`src/rtl/pirq_pkg.sv`:
```
package pirq_pkg;
   // Field positions inside a source's vector/priority word
   localparam int VP_MASK    = 31;
   localparam int VP_POL     = 23;
   localparam int VP_SENSE   = 22;
   localparam int VP_PRI_LSB = 16;
   // Global configuration bits
   localparam int GC_RESET   = 31;
   localparam int GC_PTDIS   = 29;
   // Address map (word addresses)
   localparam int A_GCFG     = 0;
   localparam int A_FEAT     = 1;
   localparam int A_SPUR     = 2;
   localparam int SRC_BASE   = 16;
   localparam int SRC_STRIDE = 2;
   localparam int CPU_BASE   = 128;
   localparam int CPU_STRIDE = 4;
   typedef enum int {CR_TASK = 0, CR_IACK = 1, CR_EOI = 2} cpu_reg_e;
endpackage

```
`src/rtl/pirq_src.sv`:
```
module pirq_src
   import pirq_pkg::*;
#(
   parameter int IDX     = 0,
   parameter int N_CPU   = 2,
   parameter int PW      = 4,
   parameter int VW      = 8,
   parameter int PRI_RST = 8
) (
   input  logic              clk,
   input  logic              rst_n,
   input  logic              clr_cfg,
   input  logic              irq_raw,
   input  logic              wr_vp,
   input  logic              wr_dst,
   input  logic [31:0]       wdata,
   input  logic              acked,
   output logic [31:0]       vp_word,
   output logic [N_CPU-1:0]  dst,
   output logic [PW-1:0]     pri,
   output logic [VW-1:0]     vec,
   output logic              masked,
   output logic              pend
);
   logic msk, pol, lvl;
   logic irq_q, irq_q2, latch;
   logic act, act_prev;

   always_ff @(posedge clk or negedge rst_n) begin
      if (!rst_n) begin
         msk <= 1'b1; pol <= 1'b0; lvl <= 1'b0;
         pri <= PW'(PRI_RST); vec <= VW'(IDX);
      end else if (clr_cfg) begin
         msk <= 1'b1; pol <= 1'b0; lvl <= 1'b0;
         pri <= PW'(PRI_RST); vec <= VW'(IDX);
      end else if (wr_vp) begin
         msk <= wdata[VP_MASK];
         pol <= wdata[VP_POL];
         lvl <= wdata[VP_SENSE];
         pri <= wdata[VP_PRI_LSB +: PW];
         vec <= wdata[VW-1:0];
      end
   end

   always_ff @(posedge clk or negedge rst_n) begin
      if (!rst_n)       dst <= '0;
      else if (clr_cfg) dst <= '0;
      else if (wr_dst)  dst <= wdata[N_CPU-1:0];
   end

   always_ff @(posedge clk or negedge rst_n) begin
      if (!rst_n) begin
         irq_q <= 1'b0; irq_q2 <= 1'b0;
      end else begin
         irq_q <= irq_raw; irq_q2 <= irq_q;
      end
   end

   assign act      = (irq_q == pol);
   assign act_prev = (irq_q2 == pol);

   always_ff @(posedge clk or negedge rst_n) begin
      if (!rst_n)                         latch <= 1'b0;
      else if (clr_cfg)                   latch <= 1'b0;
      else if (!lvl && act && !act_prev)  latch <= 1'b1;
      else if (acked)                     latch <= 1'b0;
   end

   assign pend   = lvl ? act : latch;
   assign masked = msk;

   always_comb begin
      vp_word                   = '0;
      vp_word[VP_MASK]          = msk;
      vp_word[VP_POL]           = pol;
      vp_word[VP_SENSE]         = lvl;
      vp_word[VP_PRI_LSB +: PW] = pri;
      vp_word[VW-1:0]           = vec;
   end
endmodule

```
`src/rtl/pirq_pick.sv`:
```
module pirq_pick #(
   parameter int N  = 4,
   parameter int PW = 4,
   parameter int IW = (N > 1) ? $clog2(N) : 1
) (
   input  logic [N-1:0]         elig,
   input  logic [N-1:0][PW-1:0] pri,
   output logic                 any,
   output logic [IW-1:0]        idx,
   output logic [PW-1:0]        best
);
   // Strictly-greater compare keeps the lowest index on ties
   always_comb begin
      any  = 1'b0;
      idx  = '0;
      best = '0;
      for (int i = 0; i < N; i++) begin
         if (elig[i] && (!any || pri[i] > best)) begin
            any  = 1'b1;
            idx  = IW'(i);
            best = pri[i];
         end
      end
   end
endmodule

```
`src/rtl/pirq_cpu.sv`:
```
module pirq_cpu #(
   parameter int N_SRC = 4,
   parameter int PW    = 4,
   parameter int IW    = (N_SRC > 1) ? $clog2(N_SRC) : 1
) (
   input  logic                     clk,
   input  logic                     rst_n,
   input  logic                     clr_cfg,
   input  logic                     wr_task,
   input  logic [PW-1:0]            task_wdata,
   input  logic                     ack,
   input  logic [IW-1:0]            ack_idx,
   input  logic                     eoi,
   input  logic [N_SRC-1:0][PW-1:0] src_pri,
   output logic [PW-1:0]            task_pri,
   output logic [N_SRC-1:0]         insvc,
   output logic [PW-1:0]            isr_pri
);
   logic          isr_any;
   logic [IW-1:0] top_idx;
   logic [N_SRC-1:0] insvc_nxt;

   // The in-service set reuses the arbiter to find its top entry
   pirq_pick #(.N(N_SRC), .PW(PW), .IW(IW)) u_top (
      .elig (insvc),
      .pri  (src_pri),
      .any  (isr_any),
      .idx  (top_idx),
      .best (isr_pri)
   );

   always_ff @(posedge clk or negedge rst_n) begin
      if (!rst_n)       task_pri <= '1;
      else if (clr_cfg) task_pri <= '1;
      else if (wr_task) task_pri <= task_wdata;
   end

   always_comb begin
      insvc_nxt = insvc;
      if (eoi && isr_any) insvc_nxt[top_idx] = 1'b0;
      if (ack)            insvc_nxt[ack_idx] = 1'b1;
   end

   always_ff @(posedge clk or negedge rst_n) begin
      if (!rst_n)       insvc <= '0;
      else if (clr_cfg) insvc <= '0;
      else              insvc <= insvc_nxt;
   end
endmodule

```
`src/rtl/prio_irq_ctrl.sv`:
```
module prio_irq_ctrl
   import pirq_pkg::*;
#(
   parameter int N_SRC    = 4,
   parameter int N_CPU    = 2,
   parameter int PW       = 4,
   parameter int VW       = 8,
   parameter int ADDR_W   = 8,
   parameter int RST_CYC  = 4,
   parameter int VERSION  = 2,
   parameter int SPUR_RST = 255,
   parameter int PRI_RST  = 8
) (
   input  logic              clk,
   input  logic              rst_n,
   input  logic [N_SRC-1:0]  irq_in,
   input  logic              bus_wr,
   input  logic              bus_rd,
   input  logic [ADDR_W-1:0] bus_addr,
   input  logic [31:0]       bus_wdata,
   output logic [31:0]       bus_rdata,
   output logic [N_CPU-1:0]  cpu_int
);
   localparam int IW = (N_SRC > 1) ? $clog2(N_SRC) : 1;
   localparam int CW = $clog2(RST_CYC + 1);

   if (N_SRC < 2 || SRC_BASE + SRC_STRIDE * N_SRC > CPU_BASE) begin : g_bad_src
      $error("N_SRC out of range");
   end
   if (N_CPU < 1 || CPU_BASE + CPU_STRIDE * N_CPU > (1 << ADDR_W)) begin : g_bad_cpu
      $error("N_CPU out of range");
   end
   if (PW < 1 || PW > 6 || VW < 1 || VW > 16) begin : g_bad_fld
      $error("field width out of range");
   end
   if (ADDR_W < 8 || RST_CYC < 1) begin : g_bad_misc
      $error("ADDR_W or RST_CYC out of range");
   end

   // Global state
   logic [CW-1:0] rst_cnt;
   logic          soft_go, soft_rst, clr_cfg, ptdis;
   logic [VW-1:0] spur;

   // Per-source state
   logic [31:0]             vp_word [N_SRC];
   logic [VW-1:0]           vec     [N_SRC];
   logic [N_SRC-1:0][N_CPU-1:0] dst;
   logic [N_SRC-1:0][PW-1:0]    pri;
   logic [N_SRC-1:0]        masked, pend, wr_vp, wr_dst, acked, insvc_any;

   // Per-CPU state
   logic [N_CPU-1:0][PW-1:0]    task_pri, isr_pri, win_pri;
   logic [N_CPU-1:0][N_SRC-1:0] insvc, elig;
   logic [N_CPU-1:0][IW-1:0]    win_idx;
   logic [N_CPU-1:0]            win_any, deliver, wr_task, iack, eoi;
   logic [31:0]                 rd_nxt;

   assign soft_go  = bus_wr && (bus_addr == ADDR_W'(A_GCFG)) && bus_wdata[GC_RESET];
   assign soft_rst = (rst_cnt != '0);
   assign clr_cfg  = soft_go || soft_rst;

   always_ff @(posedge clk or negedge rst_n) begin
      if (!rst_n)            rst_cnt <= '0;
      else if (soft_go)      rst_cnt <= CW'(RST_CYC);
      else if (soft_rst)     rst_cnt <= rst_cnt - 1'b1;
   end

   always_ff @(posedge clk or negedge rst_n) begin
      if (!rst_n) begin
         ptdis <= 1'b0;
         spur  <= VW'(SPUR_RST);
      end else if (clr_cfg) begin
         ptdis <= 1'b0;
         spur  <= VW'(SPUR_RST);
      end else if (bus_wr) begin
         if (bus_addr == ADDR_W'(A_GCFG)) ptdis <= bus_wdata[GC_PTDIS];
         if (bus_addr == ADDR_W'(A_SPUR)) spur  <= bus_wdata[VW-1:0];
      end
   end

   // Address decode
   always_comb begin
      wr_vp = '0; wr_dst = '0; wr_task = '0; iack = '0; eoi = '0;
      for (int s = 0; s < N_SRC; s++) begin
         if (bus_addr == ADDR_W'(SRC_BASE + SRC_STRIDE * s))     wr_vp[s]  = bus_wr;
         if (bus_addr == ADDR_W'(SRC_BASE + SRC_STRIDE * s + 1)) wr_dst[s] = bus_wr;
      end
      for (int c = 0; c < N_CPU; c++) begin
         if (bus_addr == ADDR_W'(CPU_BASE + CPU_STRIDE * c + CR_TASK)) wr_task[c] = bus_wr;
         if (bus_addr == ADDR_W'(CPU_BASE + CPU_STRIDE * c + CR_IACK)) iack[c]    = bus_rd;
         if (bus_addr == ADDR_W'(CPU_BASE + CPU_STRIDE * c + CR_EOI))  eoi[c]     = bus_wr;
      end
   end

   // Sources
   for (genvar s = 0; s < N_SRC; s++) begin : g_src
      pirq_src #(.IDX(s), .N_CPU(N_CPU), .PW(PW), .VW(VW), .PRI_RST(PRI_RST)) u_src (
         .clk     (clk),
         .rst_n   (rst_n),
         .clr_cfg (clr_cfg),
         .irq_raw (irq_in[s]),
         .wr_vp   (wr_vp[s]),
         .wr_dst  (wr_dst[s]),
         .wdata   (bus_wdata),
         .acked   (acked[s]),
         .vp_word (vp_word[s]),
         .dst     (dst[s]),
         .pri     (pri[s]),
         .vec     (vec[s]),
         .masked  (masked[s]),
         .pend    (pend[s])
      );
   end

   // Eligibility, delivery and acknowledge fan-in
   always_comb begin
      insvc_any = '0;
      for (int c = 0; c < N_CPU; c++) insvc_any = insvc_any | insvc[c];
      for (int c = 0; c < N_CPU; c++) begin
         for (int s = 0; s < N_SRC; s++) begin
            elig[c][s] = pend[s] && !masked[s] && dst[s][c] && !insvc_any[s]
                         && (pri[s] > task_pri[c]);
         end
         deliver[c] = win_any[c] && (win_pri[c] > isr_pri[c]);
      end
      acked = '0;
      for (int c = 0; c < N_CPU; c++) begin
         for (int s = 0; s < N_SRC; s++) begin
            if (iack[c] && deliver[c] && win_idx[c] == IW'(s)) acked[s] = 1'b1;
         end
      end
   end

   assign cpu_int = deliver;

   // CPUs
   for (genvar c = 0; c < N_CPU; c++) begin : g_cpu
      pirq_pick #(.N(N_SRC), .PW(PW), .IW(IW)) u_pick (
         .elig (elig[c]),
         .pri  (pri),
         .any  (win_any[c]),
         .idx  (win_idx[c]),
         .best (win_pri[c])
      );
      pirq_cpu #(.N_SRC(N_SRC), .PW(PW), .IW(IW)) u_cpu (
         .clk        (clk),
         .rst_n      (rst_n),
         .clr_cfg    (clr_cfg),
         .wr_task    (wr_task[c]),
         .task_wdata (bus_wdata[PW-1:0]),
         .ack        (iack[c] && deliver[c]),
         .ack_idx    (win_idx[c]),
         .eoi        (eoi[c]),
         .src_pri    (pri),
         .task_pri   (task_pri[c]),
         .insvc      (insvc[c]),
         .isr_pri    (isr_pri[c])
      );
   end

   // Read mux
   always_comb begin
      rd_nxt = '0;
      if (bus_addr == ADDR_W'(A_GCFG)) begin
         rd_nxt[GC_RESET] = soft_rst;
         rd_nxt[GC_PTDIS] = ptdis;
      end
      if (bus_addr == ADDR_W'(A_FEAT)) begin
         rd_nxt[7:0]   = 8'(N_SRC - 1);
         rd_nxt[15:8]  = 8'(N_CPU - 1);
         rd_nxt[23:16] = 8'(VERSION);
      end
      if (bus_addr == ADDR_W'(A_SPUR)) rd_nxt[VW-1:0] = spur;
      for (int s = 0; s < N_SRC; s++) begin
         if (bus_addr == ADDR_W'(SRC_BASE + SRC_STRIDE * s))     rd_nxt = vp_word[s];
         if (bus_addr == ADDR_W'(SRC_BASE + SRC_STRIDE * s + 1)) rd_nxt[N_CPU-1:0] = dst[s];
      end
      for (int c = 0; c < N_CPU; c++) begin
         if (bus_addr == ADDR_W'(CPU_BASE + CPU_STRIDE * c + CR_TASK))
            rd_nxt[PW-1:0] = task_pri[c];
         if (bus_addr == ADDR_W'(CPU_BASE + CPU_STRIDE * c + CR_IACK))
            rd_nxt[VW-1:0] = deliver[c] ? vec[win_idx[c]] : spur;
      end
   end

   always_ff @(posedge clk or negedge rst_n) begin
      if (!rst_n)      bus_rdata <= '0;
      else if (bus_rd) bus_rdata <= rd_nxt;
   end
endmodule

```
`config.mk`:
```
export PLATFORM = sky130hd
export DESIGN_NAME = prio_irq_ctrl
export DESIGN_NICKNAME = d
export VERILOG_FILES = /design/src/rtl/pirq_pkg.sv /design/src/rtl/pirq_src.sv /design/src/rtl/pirq_pick.sv /design/src/rtl/pirq_cpu.sv /design/src/rtl/prio_irq_ctrl.sv
export SDC_FILE = /design/constraint.sdc
export NUM_CORES = 1
export LEC_CHECK = 0
export ABC_AREA = 1
export BUFFER_PORTS_ARGS = -buffer_cell sky130_fd_sc_hd__buf_2
export CAP_MARGIN = 15
export CORE_MARGIN = 2
export CORE_UTILIZATION = 40
export CTS_CLUSTER_DIAMETER = 60
export DETAILED_ROUTE_END_ITERATION = 8
export SLEW_MARGIN = 20
export SYNTH_ARGS = -nofsm -noshare
export SYNTH_HDL_FRONTEND = slang
export SYNTH_SLANG_ARGS = --single-unit
```
`constraint.sdc`:
```
create_clock -name clk -period 8.4 [get_ports clk]
set_input_delay 1.68 -clock clk [delete_from_list [all_inputs] [get_ports clk]]
set_output_delay 1.68 -clock clk [all_outputs]
set_load 0.05 [all_outputs]
```
==> results.toml <==
[setup_path]
slowest_stage = "dfstp_2"
r2r_start = "g_cpu[1].u_cpu.task_pri[1]"
rrSetupSlack_ns = 1.48
cp_data_required_time_ns = 6.72
cp-start-kind = "register"
critPathCaptureType = "output port"
critPathMaxStageDelay_ns = 0.55
rr_worst_depth = 50
crit_type = "register to output port"
path_common_cell = "nand2_1"
crit_fanout = 8
arrival_ns = 6.51
r2r-end = "bus_rdata[2]"

[grt]
grt_pass1_wl_mm = 51.4
track_usage_pct = 26.2
grt_pass1_vias = 8976
grt_max_degree = 77
antenna_found_initial = 0
gr-total-overflow = 0

[power_and_ir_drop]
ir_worst_vdd_mv = 0.164
power_mw = 2.79
p_leak_nw = 5.37
powerDensity_nw_per_um2 = 253

[cells_and_area]
drive_above_1_share_pct = 16.3
nets = 1560
layout_common_cells = "351 x nand2_1, 136 x nor2_1, 134 x o21ai_0"
post-route-util_pct = 46.8
diodes = 0
syn_to_final_growth_pct = 14.6
stdcell_count = 1754
final_common_cell = "nand2_1"
fillers = 2442

[timing]
final-hold-violation-count = 0
fin_crit_ns = 8.19
tightest_slew_ns = 0.975
fmax_ghz = 0.122
max_slew_margin_pct = 34.9
slew_violations = 0
finalSetupTns_ns = 0
holdWs_ns = 0.428
skew_ns = 0.0160
finalCritPeriodShare_pct = 97.5
setup_viol = 0

[detailed_routing]
drc = 0
totalWireLength_mm = 32.7
drt_first_pass_iters = 5
first_iter_violations = 897
via_per_inst = 5.45
dr_total_vias = 9552
ant_nets = 0
routedWlPerCell_um = 18.7

[floorplanning]
die_height_um = 159
core.rowCount = 56
die_x_um = 159
die_area_um2 = 25300
core-area_um2 = 23500
initial_core_util_pct = 40.8
io_pins = 82

[clock_tree]
cts_hold_buf = 0
cts_tree = "yes"
clockBufferDepth = 2
h-tree-depth = 4
cts.sinks = 125
clk_pin_slew_ns = 0.06
root_buffer = "clkbuf_16"
clock_latency_ns = 0.44
cts_buffers = 17

[min_path]
hold_end = "g_src[2].u_src.irq_q2"
whs_path_depth = 0
min_path_type = "register to register"
min-delay-start = "g_src[2].u_src.irq_q"

[placement]
gp_congestion = 0.988
io_buffers = 50
dp_hpwl_mm = 23.7
dp_cells = 1700

[yosys]
syn_area_um2 = 9600
yosys.cell_types.count = 50
ys_seq_area_share_pct = 32.9
yosys_warnings = 0
ys_seq_elements = 125
synthCells = 1353
avgSynthCellArea_um2 = 7.10

[run]
maxCapViolations = 0

[status]
status = "complete, no violations"
worst max-delay path, delay by kind of cell, from the launching register on:
kind / cells / cell delay [ns]
and+or+nand+nor: 17 / 1.64
AOI/OAI and AO/OA: 13 / 1.58
adders and majority gates: 5 / 1.52
buffers and inverters: 8 / 0.75
DFF: 1 / 0.55
logic make-up after synthesis:
group           count (synthesis)  share of synthesized area [%]
buf+inv                       198                           9.18
other cells                     1                         0.0390
simple gates                  606                           26.7
compound gates                332                           19.3
flops                         125                           32.9
xor+xnor                        1                         0.0912
fa+ha+maj                      90                           11.7
registers in the layout (all words and copies together) (netlist names), 8 cells and up:
signal and count:
g_src.u_src.vec 32, bus_rdata 17, g_src.u_src.pri 16, g_cpu.u_cpu.insvc 8, g_cpu.u_cpu.task_pri 8, g_src.u_src.dst 8, spur 8
metrics by stage:
step,setup WS [ns],instance area [um^2]
2_1_floorplan,0.861,9660
3_3_place_gp,0.188,10100
3_5_place_dp,0.109,10100
4_1_cts,-0.0179,10700
5_1_grt,-0.120,11000
6_report,0.212,11000
power breakdown:
part	leakage [nW]	internal, mW	switching [mW]
clock	0.265	0.383	0.319
combinational	3.52	0.345	0.726
sequential	1.59	0.795	0.217
layout make-up:
cell class	instances	area (um^2)	share of cell area (%)
clock buffers	18	429	3.90
clock inverters	14	110	1.00
inverters	145	559	5.08
multi-input cells	1044	5770	52.4
flip-flops and latches	125	3160	28.7
well taps	319	399	3.63
repair buffers	89	582	5.28
worst max path at each step:
stage                               start          to  slack (ns)
2_1_floorplan  g_cpu[1].u_cpu.task_pri[3]  cpu_int[1]        0.86
3_3_place_gp        g_src[0].u_src.pri[3]  cpu_int[1]        0.19
3_5_place_dp   g_cpu[1].u_cpu.task_pri[1]  cpu_int[1]        0.11
4_1_cts        g_cpu[1].u_cpu.task_pri[1]  cpu_int[1]       -0.02
5_1_grt        g_cpu[1].u_cpu.task_pri[1]  cpu_int[1]       -0.12
6_report       g_cpu[1].u_cpu.task_pri[1]  cpu_int[1]        0.21
routing by layer:
layer	vias to the layer above	wire [um]	global-route usage, %
li1	4616	-	-
met2	361	14300	40.4
met1	4507	15000	36.9
met3	68	2280	4.35
met5	-	0	0
met4	0	1180	10.5
Yosys cell counts (all sizes together):
library cell / count / share of area, %
nand2: 371 / 15
o21ai: 189 / 10
nor2: 144 / 6.0
inv: 143 / 5.6
dfrtp: 97 / 25
a21oi: 96 / 5.3
ha: 90 / 12
nand3: 65 / 3.9
buf: 41 / 3.0
dfstp: 28 / 7.7
clkbuf: 12 / 0.47
nor3: 11 / 0.74
nand4: 10 / 0.65
o21bai: 10 / 0.78
o211ai: 7 / 0.60
o221ai: 6 / 0.55
a221oi: 5 / 0.46
o2111ai: 5 / 0.46
o22ai: 3 / 0.20
a2111oi: 2 / 0.18
a21o: 2 / 0.16
a221o: 2 / 0.21
a31oi: 2 / 0.13
clkinv: 2 / 0.078
or2: 2 / 0.13
or3: 2 / 0.13
a21boi: 1 / 0.078
a41oi: 1 / 0.091
and3: 1 / 0.065
conb: 1 / 0.039
o21a: 1 / 0.078
xnor2: 1 / 0.091
repair_timing:
action / 4_1_cts / 5_1_grt
cloned: 0 / 0
pin swaps: 2 / 18
setup buffers: 4 / 18
setup endpoints to repair: 2 / 2
resized for setup: 10 / 50
(Power assumes the default switching activity.)
